### config.mk
export PLATFORM = sky130hd
export DESIGN_NAME = opnd_route
export DESIGN_NICKNAME = d
export VERILOG_FILES = /design/src/rtl/opnd_route_pkg.sv /design/src/rtl/opnd_pool_pick.sv /design/src/rtl/opnd_rr_arb.sv /design/src/rtl/opnd_tag_map.sv /design/src/rtl/opnd_route.sv
export SDC_FILE = /design/constraint.sdc
export NUM_CORES = 1
export LEC_CHECK = 0
export ABC_AREA = 1
export CELL_PAD_IN_SITES_DETAIL_PLACEMENT = 1
export CELL_PAD_IN_SITES_GLOBAL_PLACEMENT = 1
export CORE_MARGIN = 3
export CORE_UTILIZATION = 34
export CTS_CLUSTER_SIZE = 8
export DETAILED_ROUTE_END_ITERATION = 8
export MAX_ROUTING_LAYER = met4
export PLACE_DENSITY = 0.82
export SLEW_MARGIN = 5
export SYNTH_ARGS = -nofsm -noshare
export SYNTH_HDL_FRONTEND = slang
export SYNTH_SLANG_ARGS = --single-unit
### constraint.sdc
create_clock -name clk -period 5.81 [get_ports clk]
set_input_delay 1.743 -clock clk [delete_from_list [all_inputs] [get_ports clk]]
set_output_delay 1.743 -clock clk [all_outputs]
set_load 0.05 [all_outputs]
### src/rtl/opnd_route_pkg.sv
package opnd_route_pkg;

  localparam int CLS_W = 2;

  typedef enum logic [CLS_W-1:0] {
    CLS_SCALAR = 2'd0,
    CLS_VCFG   = 2'd1,
    CLS_VMEM   = 2'd2,
    CLS_VALU   = 2'd3
  } instr_cls_e;

  // True for every class served by the vector pool
  function automatic logic is_vector_cls(input logic [CLS_W-1:0] c);
    case (c)
      CLS_VCFG, CLS_VMEM, CLS_VALU: return 1'b1;
      default:                      return 1'b0;
    endcase
  endfunction

endpackage

### src/rtl/opnd_pool_pick.sv
// Lowest-index free collector selection for one pool
module opnd_pool_pick #(
  parameter int N = 2
) (
  input  logic [N-1:0] full,
  output logic [N-1:0] pick,
  output logic         any_free
);

  always_comb begin
    logic found;
    found = 1'b0;
    pick  = '0;
    for (int i = 0; i < N; i++) begin
      if (!found && !full[i]) begin
        pick[i] = 1'b1;
        found   = 1'b1;
      end
    end
  end

  assign any_free = ~&full;

endmodule

### src/rtl/opnd_rr_arb.sv
// Round-robin arbiter: pointer marks the first index to consider
module opnd_rr_arb #(
  parameter int N = 4,
  localparam int IDX_W = (N > 1) ? $clog2(N) : 1
) (
  input  logic             clk,
  input  logic             rst_n,
  input  logic [N-1:0]     req,
  input  logic             advance,
  output logic [N-1:0]     gnt,
  output logic [IDX_W-1:0] gnt_idx,
  output logic             any_req
);

  logic [IDX_W-1:0] ptr_q;

  function automatic logic [IDX_W-1:0] rr_first(input logic [N-1:0] r,
                                                input logic [IDX_W-1:0] p);
    logic [IDX_W-1:0] res;
    logic             found;
    res   = '0;
    found = 1'b0;
    for (int off = 0; off < N; off++) begin
      int s;
      s = int'(p) + off;
      if (s >= N) s = s - N;
      if (!found && r[s]) begin
        res   = IDX_W'(s);
        found = 1'b1;
      end
    end
    return res;
  endfunction

  function automatic logic [IDX_W-1:0] next_ptr(input logic [IDX_W-1:0] g);
    return (int'(g) == N - 1) ? '0 : g + 1'b1;
  endfunction

  assign any_req = |req;
  assign gnt_idx = rr_first(req, ptr_q);

  always_comb begin
    gnt = '0;
    if (any_req) gnt[gnt_idx] = 1'b1;
  end

  always_ff @(posedge clk) begin
    if (!rst_n)                  ptr_q <= '0;
    else if (advance && any_req) ptr_q <= next_ptr(gnt_idx);
  end

endmodule

### src/rtl/opnd_tag_map.sv
// Tag to vector-collector map with one entry per in-flight vector instruction
module opnd_tag_map #(
  parameter int TAG_W = 6,
  parameter int DEPTH = 4,
  parameter int COL_W = 1,
  localparam int SLOT_W = (DEPTH > 1) ? $clog2(DEPTH) : 1
) (
  input  logic             clk,
  input  logic             rst_n,
  input  logic [TAG_W-1:0] look_tag,
  output logic             look_hit,
  output logic             can_record,
  input  logic             rec_en,
  input  logic [COL_W-1:0] rec_col,
  input  logic             clr_en,
  input  logic             wb_valid,
  input  logic [TAG_W-1:0] wb_tag,
  output logic             wb_hit,
  output logic [COL_W-1:0] wb_col
);

  logic [DEPTH-1:0] ent_v;
  logic [TAG_W-1:0] ent_tag [DEPTH];
  logic [COL_W-1:0] ent_col [DEPTH];
  logic [DEPTH-1:0] in_match, wb_match;
  logic [SLOT_W-1:0] rec_slot, wb_slot;

  function automatic logic [SLOT_W-1:0] first_set(input logic [DEPTH-1:0] v);
    logic [SLOT_W-1:0] res;
    logic              found;
    res   = '0;
    found = 1'b0;
    for (int i = 0; i < DEPTH; i++) begin
      if (!found && v[i]) begin
        res   = SLOT_W'(i);
        found = 1'b1;
      end
    end
    return res;
  endfunction

  always_comb begin
    for (int i = 0; i < DEPTH; i++) begin
      in_match[i] = ent_v[i] && (ent_tag[i] == look_tag);
      wb_match[i] = ent_v[i] && (ent_tag[i] == wb_tag);
    end
  end

  assign look_hit   = |in_match;
  assign can_record = look_hit || !(&ent_v);
  assign rec_slot   = look_hit ? first_set(in_match) : first_set(~ent_v);
  assign wb_slot    = first_set(wb_match);
  assign wb_hit     = wb_valid && (|wb_match);
  assign wb_col     = ent_col[wb_slot];

  always_ff @(posedge clk) begin
    if (!rst_n) begin
      ent_v <= '0;
    end else begin
      for (int i = 0; i < DEPTH; i++) begin
        if (wb_hit && wb_match[i]) ent_v[i] <= 1'b0;
        if (clr_en && in_match[i]) ent_v[i] <= 1'b0;
        if (rec_en && (rec_slot == SLOT_W'(i))) ent_v[i] <= 1'b1;
      end
    end
  end

  always_ff @(posedge clk) begin
    for (int i = 0; i < DEPTH; i++) begin
      if (rec_en && (rec_slot == SLOT_W'(i))) begin
        ent_tag[i] <= look_tag;
        ent_col[i] <= rec_col;
      end
    end
  end

endmodule

### src/rtl/opnd_route.sv
module opnd_route
  import opnd_route_pkg::*;
#(
  parameter int N_SC      = 2,
  parameter int N_VC      = 2,
  parameter int TAG_W     = 6,
  parameter int MAP_DEPTH = 4,
  parameter int CNT_W     = 16
) (
  input  logic                         clk,
  input  logic                         rst_n,
  input  logic                         in_valid,
  output logic                         in_ready,
  input  logic [TAG_W-1:0]             in_tag,
  input  logic [CLS_W-1:0]             in_cls,
  input  logic [N_SC-1:0]              sc_full,
  output logic [N_SC-1:0]              sc_push,
  input  logic [N_VC-1:0]              vc_full,
  output logic [N_VC-1:0]              vc_push,
  output logic [TAG_W-1:0]             push_tag,
  input  logic [N_SC-1:0]              sc_done_valid,
  input  logic [N_SC*TAG_W-1:0]        sc_done_tag,
  output logic [N_SC-1:0]              sc_done_pop,
  input  logic [N_VC-1:0]              vc_done_valid,
  input  logic [N_VC*TAG_W-1:0]        vc_done_tag,
  output logic [N_VC-1:0]              vc_done_pop,
  output logic                         out_valid,
  input  logic                         out_ready,
  output logic [TAG_W-1:0]             out_tag,
  output logic [$clog2(N_SC+N_VC)-1:0] out_src,
  input  logic                         wb_valid,
  input  logic [TAG_W-1:0]             wb_tag,
  output logic [N_VC-1:0]              vc_wb_strobe,
  output logic [TAG_W-1:0]             vc_wb_tag,
  output logic [CNT_W-1:0]             stall_count
);

  localparam int N_ALL = N_SC + N_VC;
  localparam int SRC_W = $clog2(N_ALL);
  localparam int COL_W = (N_VC > 1) ? $clog2(N_VC) : 1;
  localparam logic [CNT_W-1:0] CNT_MAX = '1;

  function automatic logic [COL_W-1:0] onehot_to_col(input logic [N_VC-1:0] oh);
    logic [COL_W-1:0] res;
    res = '0;
    for (int i = 0; i < N_VC; i++) if (oh[i]) res = COL_W'(i);
    return res;
  endfunction

  function automatic logic [CNT_W-1:0] sat_inc(input logic [CNT_W-1:0] v);
    return (v == CNT_MAX) ? v : v + 1'b1;
  endfunction

  // Named internal events
  logic             want_vec;
  logic [N_SC-1:0]  sc_pick;
  logic [N_VC-1:0]  vc_pick;
  logic             sc_any_free, vc_any_free;
  logic             map_ok, map_hit;
  logic             disp_fire, stall_evt, drain_fire;
  logic             wb_hit;
  logic [COL_W-1:0] wb_col;
  logic [N_ALL-1:0] drain_req, drain_gnt;
  logic [SRC_W-1:0] gnt_idx;
  logic             any_done;

  // Dispatch side
  assign want_vec = is_vector_cls(in_cls);

  opnd_pool_pick #(.N(N_SC)) u_sc_pick (
    .full(sc_full), .pick(sc_pick), .any_free(sc_any_free)
  );

  opnd_pool_pick #(.N(N_VC)) u_vc_pick (
    .full(vc_full), .pick(vc_pick), .any_free(vc_any_free)
  );

  assign in_ready  = want_vec ? (vc_any_free && map_ok) : sc_any_free;
  assign disp_fire = in_valid && in_ready;
  assign stall_evt = in_valid && !in_ready;
  assign sc_push   = (disp_fire && !want_vec) ? sc_pick : '0;
  assign vc_push   = (disp_fire &&  want_vec) ? vc_pick : '0;
  assign push_tag  = in_tag;

  opnd_tag_map #(.TAG_W(TAG_W), .DEPTH(MAP_DEPTH), .COL_W(COL_W)) u_map (
    .clk       (clk),
    .rst_n     (rst_n),
    .look_tag  (in_tag),
    .look_hit  (map_hit),
    .can_record(map_ok),
    .rec_en    (disp_fire && want_vec),
    .rec_col   (onehot_to_col(vc_pick)),
    .clr_en    (disp_fire && !want_vec),
    .wb_valid  (wb_valid),
    .wb_tag    (wb_tag),
    .wb_hit    (wb_hit),
    .wb_col    (wb_col)
  );

  // Writeback steering
  always_comb begin
    vc_wb_strobe = '0;
    if (wb_hit) vc_wb_strobe[wb_col] = 1'b1;
  end
  assign vc_wb_tag = wb_tag;

  // Drain side
  assign drain_req = {vc_done_valid, sc_done_valid};

  opnd_rr_arb #(.N(N_ALL)) u_arb (
    .clk    (clk),
    .rst_n  (rst_n),
    .req    (drain_req),
    .advance(out_ready),
    .gnt    (drain_gnt),
    .gnt_idx(gnt_idx),
    .any_req(any_done)
  );

  assign out_valid   = any_done;
  assign drain_fire  = any_done && out_ready;
  assign out_src     = gnt_idx;
  assign sc_done_pop = out_ready ? drain_gnt[N_SC-1:0]     : '0;
  assign vc_done_pop = out_ready ? drain_gnt[N_ALL-1:N_SC] : '0;

  always_comb begin
    out_tag = '0;
    for (int i = 0; i < N_SC; i++)
      if (drain_gnt[i]) out_tag = sc_done_tag[i*TAG_W +: TAG_W];
    for (int j = 0; j < N_VC; j++)
      if (drain_gnt[N_SC+j]) out_tag = vc_done_tag[j*TAG_W +: TAG_W];
  end

  // Blocked-input counter
  always_ff @(posedge clk) begin
    if (!rst_n)         stall_count <= '0;
    else if (stall_evt) stall_count <= sat_inc(stall_count);
  end

endmodule

==> results of run 1 <==
## registers in the layout (all words and copies together), names as in the netlist
signal	cells
u_map.ent_v	4
u_map.ent_col	4
stall_count	16
u_arb.ptr_q	2
u_map.ent_tag	24
## cells in the final DEF (no fill, tap or decap), types with 4 or more instances in the layout
master / n
nand4_1: 21
xor2_1: 11
clkbuf_8: 5
nor2_2: 7
nand3_1: 18
edfxtp_1: 28
nand3b_1: 4
o21ai_0: 7
dfxtp_1: 22
clkdlybuf4s50_1: 74
xnor2_1: 9
nor2_1: 65
o21ai_2: 5
nand2_4: 6
inv_2: 12
buf_12: 18
nand2_2: 7
buf_4: 23
a21oi_1: 25
a31oi_4: 6
inv_1: 71
o22ai_1: 5
o22ai_2: 4
nand2_1: 156
nor3_1: 11
## power by group through the flow
stage	logic [mW]	registers (mW)	clock network (mW)
3_5_place_dp	1.54	0.408	0
3_3_place_gp	1.50	0.408	0
2_1_floorplan	0.851	0.404	0
5_1_grt	1.95	0.409	0.277
6_report	1.86	0.407	0.258
4_1_cts	1.66	0.403	0.261
## layer usage
metal / vias to the layer above / GRT usage [%] / routed length (microns)
li1: 1999 / - / -
met1: 2030 / 26.4 / 5870
met2: 98 / 40.7 / 7200
met3: 14 / 3.15 / 589
met4: 0 / 4.84 / 206
met5: - / - / 0
## metrics by stage
stage	cell area, sq um	util [%]
after floorplan	3770	-
final	5500	52.8
after global routing	5500	52.8
after detailed placement	5120	49.1
after global placement	5120	49.1
after CTS	5330	51.2
## worst max-delay path, stage by stage
cell and delay [ns]:
clkdlybuf4s15_1 0.19, nand2_1 0.10, o21ai_2 0.08, nand2_1 0.13, nand2_2 0.09, nor2_4 0.16
nand3_4 0.11, buf_6 0.15, o21ai_4 0.24, buf_4 0.18, ha_1 0.15, nand2_1 0.09
buf_12 0.20, nor2_1 0.23, a31oi_4 0.07, buf_12 0.16
## what timing repair did
item | 4_1_cts | 5_1_grt
setup buffers | 2 | 2
resized for setup | 37 | 42
setup endpoints to repair | 9 | 9
pin swaps | 14 | 15
## cell families after synthesis
family / share of synthesized area (%)
buf+inv: 12.4
fa+ha+maj: 1.70
flops: 34.8
simple gates: 35.4
xor+xnor: 4.99
compound gates: 10.8
## cells in the mapped netlist (all sizes together) (5+ instances only)
cell type	number	share of area, %
o21ai	17	2.3
dfxtp	22	12
buf	17	3.5
ha	5	1.7
xor2	11	2.6
inv	84	8.6
nand4	22	3.9
o22ai	11	1.9
xnor2	10	2.4
nor2	73	7.7
edfxtp	28	23
nand2	169	17
nor3	12	1.8
a31oi	6	1.0
a21oi	28	3.9
nand3	22	3.5
## cell type report
cell class,count,share of cell area [%]
timing repair buffer,122,24.4
clock inverter,3,0.773
inverter,85,5.84
clock buffer,5,1.25
sequential,50,23.3
multi-input combinational,400,41.3
tap,136,3.09
## final timing paths
check	start	to	cells after the start
min	stall_count[15]	stall_count[15]	2
max reg2reg	u_arb.ptr_q[0]	u_arb.ptr_q[1]	12
min reg2reg	stall_count[15]	stall_count[15]	2
max	sc_done_valid[1]	out_tag[3]	16
==> results.yml, run 1 <==
timing:
  maxSlewViolCount: 0
  hold_slack_ns: 0.518
  finalClockSkew_ns: 0.0123
  worst_pin_slew_ns: 0.951
  min_period_ns: 5.82
  timing.final.hold_violations: 0
  setup_viol: 2
  fin_tns_setup_ns: -0.00837
  max_freq_ghz: 0.172
  setup_slack_ns: -0.00552
  period_share_pct: 100
  max_slew_margin_pct: 36.4
route:
  drt_iter0_drc: 162
  route.detailed.drc: 0
  wirelength_microns: 13900
  num_vias: 4141
  wl_per_cell_microns: 17.3
  vias_per_cell: 5.17
  firstDrtPassIters: 4
  ant_nets: 0
grt:
  track_usage_pct: 22.4
  grt_remaining_overflow: 0
  antenna_found_initial: 0
  grt_pass1_wl_microns: 20900
  grt_pass1_vias: 4250
  grt_max_degree: 20
yosys:
  syn_inst: 554
  async_flop_share_pct: 0
  yosysUniqueCellTypes: 40
  ys_ff_latch: 50
  synth_nets: 610
  synth_flop_cell: "edfxtp_1"
  synth_edf_count: 28
  postSynthAreaPerCell_sq_um: 6.65
  synth_area_sq_mm: 0.00369
  ys_warn_count: 0
  ys_seq_area_share_pct: 34.8
final_layout:
  fill_cells: 1282
  nets: 720
  layout-drive-gt1-share_pct: 17.9
  multiInputGateArea_sq_mm: 0.00227
  instances_no_fill: 801
  regArea_sq_mm: 0.00128
  area_delta_synth_final_pct: 49.3
  n_antenna_cell: 0
setup_path:
  cp_max_fo: 13
  worstSetupPathType: "in -> out"
  endpoint_kind: "output port"
  arrival_ns: 4.07
  startpoint_type: "input pin"
  regToRegSetupSlack_ns: 2.87
  required_ns: 4.07
clock_tree:
  clkTransAtPathRegs_ns: 0.10
  clock-sinks: 50
  clk_latency_ns: 0.31
  max-clock-path-buffers: 2
  postCtsHoldBufs: 0
  cts_made_buffers: 5
  root_buffer: "clkbuf_8"
  h-tree-depth: 2
  cts_tree: "yes"
floorplan:
  rows: 37
  initial_core_util_pct: 35.4
  die_y_microns: 110
  die_x_microns: 110
  die_area_sq_mm: 0.0121
  io_pins: 99
  core-area_sq_mm: 0.0104
pwr:
  combPwrFrac_pct: 73.7
  p_seq_share_pct: 16.1
  leakage_nw: 2.28
  peakVddDrop_mv: 1.00
  p_int_mw: 1.33
  switching_power_mw: 1.20
  clock_power_share_pct: 10.2
  finalPower_mw: 2.53
  power_density_mw_per_mm2: 460
  switching_share_pct: 47.3
flow_run:
  max_cap_viol_count: 0
outcome:
  violations: "negative setup slack"
  status: "finished, violations left"
placement:
  dp_hpwl_microns: 10100
  gp_congestion: 0.909
  pre_cts_slack_ns: -0.396
  io_buffers: 98
  dp.cells: 789
hold_path:
  worstHoldPathType: "reg -> reg"
Power figures use the tool's default switching activity.
==> inputs of run 2 (changes only) <==
CELL_PAD_IN_SITES_DETAIL_PLACEMENT = 0   (was 1)
==> results.yml, run 2 (synthesis gave the netlist of run 1 again) <==
outcome:
  status: "complete, no violations"
timing:
  timing.final.hold_violations: 0
  max_slew_margin_pct: 40.1
  min_period_ns: 5.70
  worst_pin_slew_ns: 0.896
  setup_viol: 0
  setup_slack_ns: 0.113
  max_freq_ghz: 0.176
  finalClockSkew_ns: 0.0113
  fin_tns_setup_ns: 0
  period_share_pct: 98.1
  maxSlewViolCount: 0
  hold_slack_ns: 0.517
grt:
  grt_pass1_wl_microns: 17900
  grt_max_degree: 20
  track_usage_pct: 19.1
  grt_remaining_overflow: 0
  antenna_found_initial: 0
  grt_pass1_vias: 3735
placement:
  post_dp_cell_area_sq_mm: 0.00512
  pre_cts_slack_ns: -0.275
  io_buffers: 98
  gp_congestion: 0.909
  dp.cells: 789
  dp_hpwl_microns: 8760
pwr:
  finalPower_mw: 2.34
  leakage_nw: 2.24
  peakVddDrop_mv: 0.672
  power_density_mw_per_mm2: 433
final_layout:
  largestRegisters: "u_map.ent_tag (24), stall_count (16)"
  final_util_pct: 51.9
  n_antenna_cell: 0
  final_cell_area_sq_mm: 0.00540
  regMostFlops: "u_map.ent_tag"
  area_delta_synth_final_pct: 46.6
  largest_reg_flops: 24
  nets: 720
  layout-drive-gt1-share_pct: 17.4
  instances_no_fill: 801
  final_common_cell: "nand2_1"
  final_cell_mix: "159 x nand2_1, 75 x clkdlybuf4s50_1, 71 x inv_1, 65 x nor2_1, 28 x edfxtp_1"
clock_tree:
  postCtsHoldBufs: 0
  cts_tree: "yes"
  clkTransAtPathRegs_ns: 0.10
  h-tree-depth: 2
  clock-sinks: 50
  root_buffer: "clkbuf_8"
  cts_made_buffers: 5
  max-clock-path-buffers: 2
  clk_latency_ns: 0.31
floorplan:
  die_area_sq_mm: 0.0121
  rows: 37
  die_y_microns: 110
  initial_core_util_pct: 35.4
  core-area_sq_mm: 0.0104
  io_pins: 99
  die_x_microns: 110
route:
  wirelength_microns: 11200
  num_vias: 3873
  route.detailed.drc: 0
  ant_nets: 0
  vias_per_cell: 4.84
  wl_per_cell_microns: 13.9
  drt_iter0_drc: 211
  firstDrtPassIters: 4
setup_path:
  required_ns: 4.07
  startpoint_type: "input pin"
  cp_max_fo: 6
  endpoint_kind: "output port"
  arrival_ns: 3.95
  worstSetupPathType: "in -> out"
hold_path:
  worstHoldPathType: "reg -> reg"
flow_run:
  max_cap_viol_count: 0
run 2: worst max-delay path: stages:
cell           delay [ns]
dlygate4sd2_1        0.25
nand2_1              0.08
o21ai_2              0.07
nand2_1              0.10
nand2_2              0.08
inv_1                0.08
nand2_2              0.06
o2111ai_1            0.31
o21ai_4              0.12
ha_2                 0.22
nor2_4               0.14
nand2_4              0.10
o22ai_2              0.16
nand2_2              0.09
a31oi_4              0.19
buf_12               0.16
run 2: path summary, 6_finish.rpt:
check	cells after the start	slack, ns	startpoint	endpoint
hold reg to reg	2	0.52	stall_count[15]	stall_count[15]
setup / recovery	16	0.11	sc_done_valid[1]	out_tag[1]
hold / removal	2	0.52	stall_count[15]	stall_count[15]
setup reg to reg	12	3.16	u_arb.ptr_q[0]	u_arb.ptr_q[1]
run 2: final cells by class:
class	instances	area, sq um
Timing Repair Buffer	122	1330
Clock buffer	7	96.3
Clock inverter	1	8.76
Fill cell	1012	5010
Inverter	85	319
Sequential cell	50	1280
Multi-Input combinational cell	400	2200
Tap cell	136	170
run 2: power by group:
group	internal (mW)	switching (mW)
combinational	0.757	0.945
clock	0.109	0.122
sequential	0.385	0.0191
total	1.25	1.09
run 2: metal layers:
metal | part of all wire, % | wire (microns) | GRT usage [%] | vias to the layer above
met5 | 0 | 0 | - | -
met4 | 1.3 | 140 | 4.31 | 0
met3 | 6.0 | 665 | 3.32 | 13
met2 | 48 | 5400 | 31.7 | 100
met1 | 44 | 4950 | 24.6 | 1762
li1 | - | - | - | 1998
run 2: repair_timing:
action,4_1_cts,5_1_grt
endpoints found under the setup margin,8,8
hold endpoints to repair,0,0
resized for setup,30,31
buffers inserted,2,2
pin swaps,12,16
